===== src/rtl/sweep_ctl_pkg.sv =====
package sweep_ctl_pkg;
  typedef struct packed {
    logic en;
    logic twoway;
    logic inv;
  } ctl_word_t;

  localparam int FLG_DONE = 0;
  localparam int FLG_ERR  = 1;
  localparam int NFLAGS   = 2;
endpackage


===== src/rtl/sc_ctl_regs.sv =====
module sc_ctl_regs
  import sweep_ctl_pkg::*;
(
  input  logic      clk,
  input  logic      rst_n,
  input  logic      ctl_we,
  input  ctl_word_t wr,
  input  logic      busy,
  output logic      en,
  output logic      twoway,
  output logic      inv_req,
  output logic      start_req
);
  logic en_q, en_d, tw_q, tw_d, inv_q, inv_d;
  logic disable_evt;

  // turning the enable off triggers a sweep
  assign disable_evt = ctl_we & en_q & ~wr.en;

  always_comb begin
    en_d  = en_q;
    tw_d  = tw_q;
    if (ctl_we) begin
      en_d = wr.en;
      if (!en_q) tw_d = wr.twoway;   // mode locked while enabled
    end
    // request held one cycle, then consumed by the sweep engine
    inv_d = ~inv_q & ctl_we & wr.inv & ~busy;
  end

  always_ff @(posedge clk or negedge rst_n) begin
    if (!rst_n) begin
      en_q  <= 1'b0;
      tw_q  <= 1'b1;
      inv_q <= 1'b0;
    end else begin
      if (ctl_we) begin
        en_q <= en_d;
        tw_q <= tw_d;
      end
      if (inv_q | ctl_we) inv_q <= inv_d;
    end
  end

  assign en        = en_q;
  assign twoway    = tw_q;
  assign inv_req   = inv_q;
  assign start_req = disable_evt | inv_q;
endmodule


===== src/rtl/sc_sweep.sv =====
module sc_sweep #(
  parameter int LINES = 64,
  localparam int IW = $clog2(LINES)
) (
  input  logic          clk,
  input  logic          rst_n,
  input  logic          start,
  output logic          busy,
  output logic [IW-1:0] idx,
  output logic          finish
);
  localparam logic [IW-1:0] LAST = IW'(LINES - 1);

  logic          busy_q, busy_d;
  logic [IW-1:0] idx_q, idx_d;
  logic          advance;

  assign finish  = busy_q & (idx_q == LAST);
  assign advance = busy_q | start;

  always_comb begin
    busy_d = busy_q;
    idx_d  = idx_q;
    if (busy_q) begin
      if (finish) begin
        busy_d = 1'b0;
        idx_d  = '0;
      end else begin
        idx_d = idx_q + IW'(1);
      end
    end else if (start) begin
      busy_d = 1'b1;
      idx_d  = '0;
    end
  end

  // a sweep is already running out of reset
  always_ff @(posedge clk or negedge rst_n) begin
    if (!rst_n) begin
      busy_q <= 1'b1;
      idx_q  <= '0;
    end else if (advance) begin
      busy_q <= busy_d;
      idx_q  <= idx_d;
    end
  end

  assign busy = busy_q;
  assign idx  = idx_q;
endmodule


===== src/rtl/sc_flags.sv =====
module sc_flags
  import sweep_ctl_pkg::*;
(
  input  logic              clk,
  input  logic              rst_n,
  input  logic [NFLAGS-1:0] set_v,
  input  logic              clr_we,
  input  logic [NFLAGS-1:0] clr_v,
  input  logic              ie_we,
  input  logic [NFLAGS-1:0] ie_v,
  output logic [NFLAGS-1:0] flags,
  output logic [NFLAGS-1:0] ie,
  output logic              irq
);
  logic [NFLAGS-1:0] flg_q, flg_d, ie_q;

  for (genvar g = 0; g < NFLAGS; g++) begin : g_flag
    // a set in the same cycle wins over a clear
    assign flg_d[g] = set_v[g] | (flg_q[g] & ~(clr_we & clr_v[g]));
  end

  always_ff @(posedge clk or negedge rst_n) begin
    if (!rst_n) begin
      flg_q <= '0;
      ie_q  <= '0;
    end else begin
      flg_q <= flg_d;
      if (ie_we) ie_q <= ie_v;
    end
  end

  assign flags = flg_q;
  assign ie    = ie_q;
  assign irq   = |(flg_q & ie_q);
endmodule


===== src/rtl/cache_sweep_ctl.sv =====
module cache_sweep_ctl
  import sweep_ctl_pkg::*;
#(
  parameter int LINES = 64,
  localparam int IW = $clog2(LINES)
) (
  input  logic          clk,
  input  logic          rst_n,
  input  logic          ctl_we,
  input  logic          ctl_en_i,
  input  logic          ctl_twoway_i,
  input  logic          ctl_inv_i,
  input  logic          clr_we,
  input  logic          clr_done_i,
  input  logic          clr_err_i,
  input  logic          ie_we,
  input  logic          ie_done_i,
  input  logic          ie_err_i,
  input  logic          err_pulse_i,
  output logic          en_o,
  output logic          twoway_o,
  output logic          inv_req_o,
  output logic          busy_o,
  output logic          done_o,
  output logic          err_o,
  output logic          ie_done_o,
  output logic          ie_err_o,
  output logic          irq_o,
  output logic          lookup_en_o,
  output logic          wipe_vld_o,
  output logic [IW-1:0] wipe_idx_o
);
  ctl_word_t         wr;
  logic              busy, finish, start_req, en;
  logic [IW-1:0]     idx;
  logic [NFLAGS-1:0] set_v, clr_v, ie_v, flags, ie;

  assign wr = '{en: ctl_en_i, twoway: ctl_twoway_i, inv: ctl_inv_i};

  sc_ctl_regs u_regs (
    .clk, .rst_n, .ctl_we, .wr, .busy,
    .en, .twoway(twoway_o), .inv_req(inv_req_o), .start_req
  );

  sc_sweep #(.LINES(LINES)) u_sweep (
    .clk, .rst_n, .start(start_req), .busy, .idx, .finish
  );

  always_comb begin
    set_v = '0; clr_v = '0; ie_v = '0;
    set_v[FLG_DONE] = finish;
    set_v[FLG_ERR]  = err_pulse_i;
    clr_v[FLG_DONE] = clr_done_i;
    clr_v[FLG_ERR]  = clr_err_i;
    ie_v[FLG_DONE]  = ie_done_i;
    ie_v[FLG_ERR]   = ie_err_i;
  end

  sc_flags u_flags (
    .clk, .rst_n, .set_v, .clr_we, .clr_v, .ie_we, .ie_v,
    .flags, .ie, .irq(irq_o)
  );

  assign en_o        = en;
  assign busy_o      = busy;
  assign done_o      = flags[FLG_DONE];
  assign err_o       = flags[FLG_ERR];
  assign ie_done_o   = ie[FLG_DONE];
  assign ie_err_o    = ie[FLG_ERR];
  assign lookup_en_o = en & ~busy;
  assign wipe_vld_o  = busy;
  assign wipe_idx_o  = idx;
endmodule


===== config.mk =====
export PLATFORM = sky130hd
export DESIGN_NAME = cache_sweep_ctl
export DESIGN_NICKNAME = d
export VERILOG_FILES = /design/src/rtl/sweep_ctl_pkg.sv /design/src/rtl/sc_ctl_regs.sv /design/src/rtl/sc_sweep.sv /design/src/rtl/sc_flags.sv /design/src/rtl/cache_sweep_ctl.sv
export SDC_FILE = /design/constraint.sdc
export NUM_CORES = 1
export LEC_CHECK = 0
export ABC_AREA = 1
export BUFFER_PORTS_ARGS = -buffer_cell sky130_fd_sc_hd__buf_2
export CORE_MARGIN = 2
export CORE_UTILIZATION = 47
export CTS_CLUSTER_DIAMETER = 40
export CTS_CLUSTER_SIZE = 24
export DETAILED_ROUTE_END_ITERATION = 10
export GPL_ROUTABILITY_DRIVEN = 0
export HOLD_SLACK_MARGIN = 0.12
export PLACE_DENSITY = 0.8
export SLEW_MARGIN = 20
export SYNTH_ARGS = -nofsm -noshare
export SYNTH_HDL_FRONTEND = slang
export SYNTH_SLANG_ARGS = --single-unit

===== constraint.sdc =====
create_clock -name clk -period 2.05 [get_ports clk]
set_input_delay 0.205 -clock clk [delete_from_list [all_inputs] [get_ports clk]]
set_output_delay 0.205 -clock clk [all_outputs]
set_load 0.02 [all_outputs]

==> out/results.env <==
FINALHOLDVIOLATIONS=0
CTSLONGESTPATHBUFFERS=2
POST_SYNTH_XOR_AREA_FRACTION_PCT=2.667
TOTAL_INSERTED_ANTENNA_CELLS=0
DESIGN.DIE.AREA_UM2=1713
SYNTH.FF_LATCH_COUNT=14
SETUP_REPAIR_AFTER_GLOBAL_ROUTING_MISSED_ITS_MARGIN='false'
DRT_WL_TOTAL_UM=1349
CLOCK_INSERTION_DELAY_WORST_SKEW_NS=0.28
CHIPWIDTH_UM=41.39
FINALCOREUTILIZATION_PCT=66.83
POST_SYNTH_MUX_AREA_SHARE_PCT=3.429
FINAL_NETS=120
SETUP.WORST_PATH.END_CLASS='output port'
NETLIST_TOP_CELLS_AREA='sky130_fd_sc_hd__dfrtp_1, sky130_fd_sc_hd__nand2_1, sky130_fd_sc_hd__dfstp_2, sky130_fd_sc_hd__mux2_1, sky130_fd_sc_hd__nand3_2'
FIRST_PASS_ITERS=4
FINAL_LAYOUT_SIZE_SUFFIX_GT1_SHARE_PCT=41.90
VIAS=584
MAX_SLEW.WORST_PIN.SLEW_NS=0.3039
SYNTH_LARGEST_TYPE_AREA_FRACTION_PCT=45.71
LAYOUT.CELLS.NON_FILLER=120
CRITPATHKIND='flop to output port'
SYNTHESIS.NETS=85
FIN_SKEW_NS=0.005139
RUN_STATUS='completed'
MAIN_SYNTH_FF_TYPE='sky130_fd_sc_hd__dfrtp_1'
YOSYSSEQAREASHARE_PCT=53.71
CRIT_PATH_START_KIND='flop'
TRITONCTS='done'
CLOCK_SINK_COUNT=14
YS_TOP_CELLS_BY_COUNT='sky130_fd_sc_hd__nand2_1, sky130_fd_sc_hd__dfrtp_1, sky130_fd_sc_hd__nor2_1, sky130_fd_sc_hd__o21ai_1'
GR-USAGE-ALL-LAYERS_PCT=19.05
SYNTH_TOP_CELL_BY_AREA='sky130_fd_sc_hd__dfrtp_1'
DPL.HPWL_UM=1100
TIMING.FINAL.WS_SETUP_NS=0.7398
SYNTH_EDF_COUNT=0
CTS_RESIZED=0
PIN_COUNT_OF_THE_BIGGEST_NET_ENTERING_GLOBAL_ROUTING=15
POSTROUTEANTENNANETS=0
POST_SYNTH_AND_OR_NAND_NOR_AREA_FRACTION_PCT=26.48
NUMBER_OF_ANTENNA_VIOLATIONS_AT_THE_FIRST_CHECK_IN_GLOBAL_ROUTING=0
NUMBER_OF_GLOBAL_ROUTE_VIAS_BEFORE_REPAIR=505
CELLPOWERDENSITY_nW_PER_UM2=1382
SYNTH_COMPOUND_AREA_SHARE_PCT=7.238
YOSYS_WARNINGS=0
CLK_ROOT_BUFFER_CELL='sky130_fd_sc_hd__clkbuf_4'
DP.CELLS=114
PERIOD_MINUS_SLACK_NS=1.310
DRT_ITER0_MARKERS=4
PRECTSSETUPSLACK_NS=0.8946
POSTPLACECELLAREA_UM2=813.3
FINAL-SETUP-VIOL-COUNT=0
CRITICAL_PATH_PEAK_FANOUT=7
GRT.OVERFLOW.TOTAL=0
NUMBER_OF_PRIMARY_I_O_PINS=30
STD_CELL_ROWS=13
CORE-AREA_UM2=1301
NUMCTSBUFFERS=3
CTS.CLK_SLEW.WORST_PATHS_NS=0.08
SYNTHESIS.AREA_PER_INSTANCE_UM2=9.252
DRV_SLEW=0
REQUIRED_NS=1.85
LEAKAGE_nW=0.4720
WORST_HOLD_PATH_TYPE='input port to flop'
SYNTHARSTFLOPSHARE_PCT=100.0
RATIO_OF_FINAL_MINIMUM_PERIOD_TO_CLOCK_PERIOD_PCT=63.91
NETLIST_AREA_UM2=656.9
IR_DROP_mV=0.7529
NUMBER_OF_H_TREE_LEVELS=1
SETUP_TOTAL_NEGATIVE_SLACK_NS=0
AREA.GROWTH.SYNTH_TO_FINAL_PCT=32.38
CRITICAL_PATH_ARRIVAL_NS=1.11
DRT_DRC_VIOLATIONS_LEFT=0
DETAIL_ROUTE.WL_PER_CELL_UM=11.24
WORST_SLEW_MARGIN_REL_PCT=79.74
SYNTHCELLS=71
YOSYS.CELL_TYPES.COUNT=20
COMBINATIONAL_FAMILY_WITH_THE_MOST_AREA_AFTER_SYNTHESIS='simple AND/OR/NAND/NOR gates'
FINAL_DESIGN_AREA_NO_FILL_UM2=869.6
FMAX_MHz=763.3
EFFECTIVE_UTILIZATION_AT_FLOORPLAN_PCT=50.48
DRV_CAP=0
YOSYSMOSTFREQUENTCELL='sky130_fd_sc_hd__nand2_1'
PORT_BUFFERS=29
POST_SYNTH_FA_HA_MAJ_AREA_FRACTION_PCT=1.905
DIE_HEIGHT_UM=41.39
GRT_PASS1_WL_UM=2056
VIA_PER_INST=4.867
[per-stage QoR]
stage	hold slack [ns]	total power, W
floorplan	-0.09059	0.0008447
global placement	0.1148	0.0009915
detailed placement	0.1147	0.001007
CTS	0.1336	0.001210
global route	0.1409	0.001298
finish	0.1410	0.001202
[flip-flops by register name, summed over array words and instances, names as in the netlist]
name            count
u_flags.flags       2
u_regs.twoway       1
u_regs.en           1
u_sweep.busy        1
u_regs.inv_req      1
u_flags.ie          2
u_sweep.idx         6
[where the power goes]
group	internal (W)	switching (W)	total (W)
registers	0.000371	0.000115	0.000486
logic	0.000199	0.000319	0.000518
clock network	0.000108	0.0000902	0.000198
[kinds of logic after synthesis]
logic type	Yosys count
XOR/XNOR	2
AND/OR/NAND/NOR	37
adder cells (fa/ha/maj)	1
buffers and inverters	7
flip-flops	14
AO/OA/AOI/OAI	8
multiplexers	2
[cells in the final DEF, fill, tap and decap left out, types with 3 or more instances in the layout]
master / count
sky130_fd_sc_hd__buf_2: 29
sky130_fd_sc_hd__nand2_1: 22
sky130_fd_sc_hd__dfrtp_1: 12
sky130_fd_sc_hd__nor2_1: 4
sky130_fd_sc_hd__o21ai_1: 4
sky130_fd_sc_hd__inv_2: 3
sky130_fd_sc_hd__inv_1: 3
sky130_fd_sc_hd__nor2_2: 3
sky130_fd_sc_hd__nand3_1: 3
sky130_fd_sc_hd__clkbuf_4: 3
[critical path, stage by stage, from the launching register on]
cell	delay [ns]
sky130_fd_sc_hd__dfstp_2	0.61
sky130_fd_sc_hd__nor2_1	0.06
sky130_fd_sc_hd__buf_2	0.15
[cell type report]
class	count	area [µm²]
multi-input combinational	50	274.0
inverter	6	22.52
clock buffer	4	36.28
fill	116	431.7
tap	15	18.77
sequential	14	352.8
timing repair buffer	31	165.2
[layer usage]
layer	wire length (µm)	vias to the layer above	GRT usage (%)
met4	18	0	7.258
met5	0	-	0
met1	547	264	22.37
met3	76	2	4.787
li1	-	297	-
met2	706	21	33.20
[final timing paths]
path	start	endpoint	slack, ns	cells past startpoint
worst max-delay path	u_sweep.busy	lookup_en_o	0.74	2
worst min-delay path	ctl_twoway_i	u_regs.twoway	0.14	3
worst max register to register	u_sweep.idx[0]	u_sweep.idx[5]	0.88	6
worst min register to register	u_regs.twoway	u_regs.twoway	0.49	2
max in group asynchronous	rst_n	u_regs.twoway	1.42	2
min in group asynchronous	rst_n	u_sweep.idx[5]	0.34	2
[timing repair]
item,4_1_cts,5_1_grt
buffers inserted,0,0
endpoints found under the hold margin,15,0
hold buffers,2,0
endpoints found under the setup margin,0,0
Note: power is estimated with default switching activity, not from simulation.
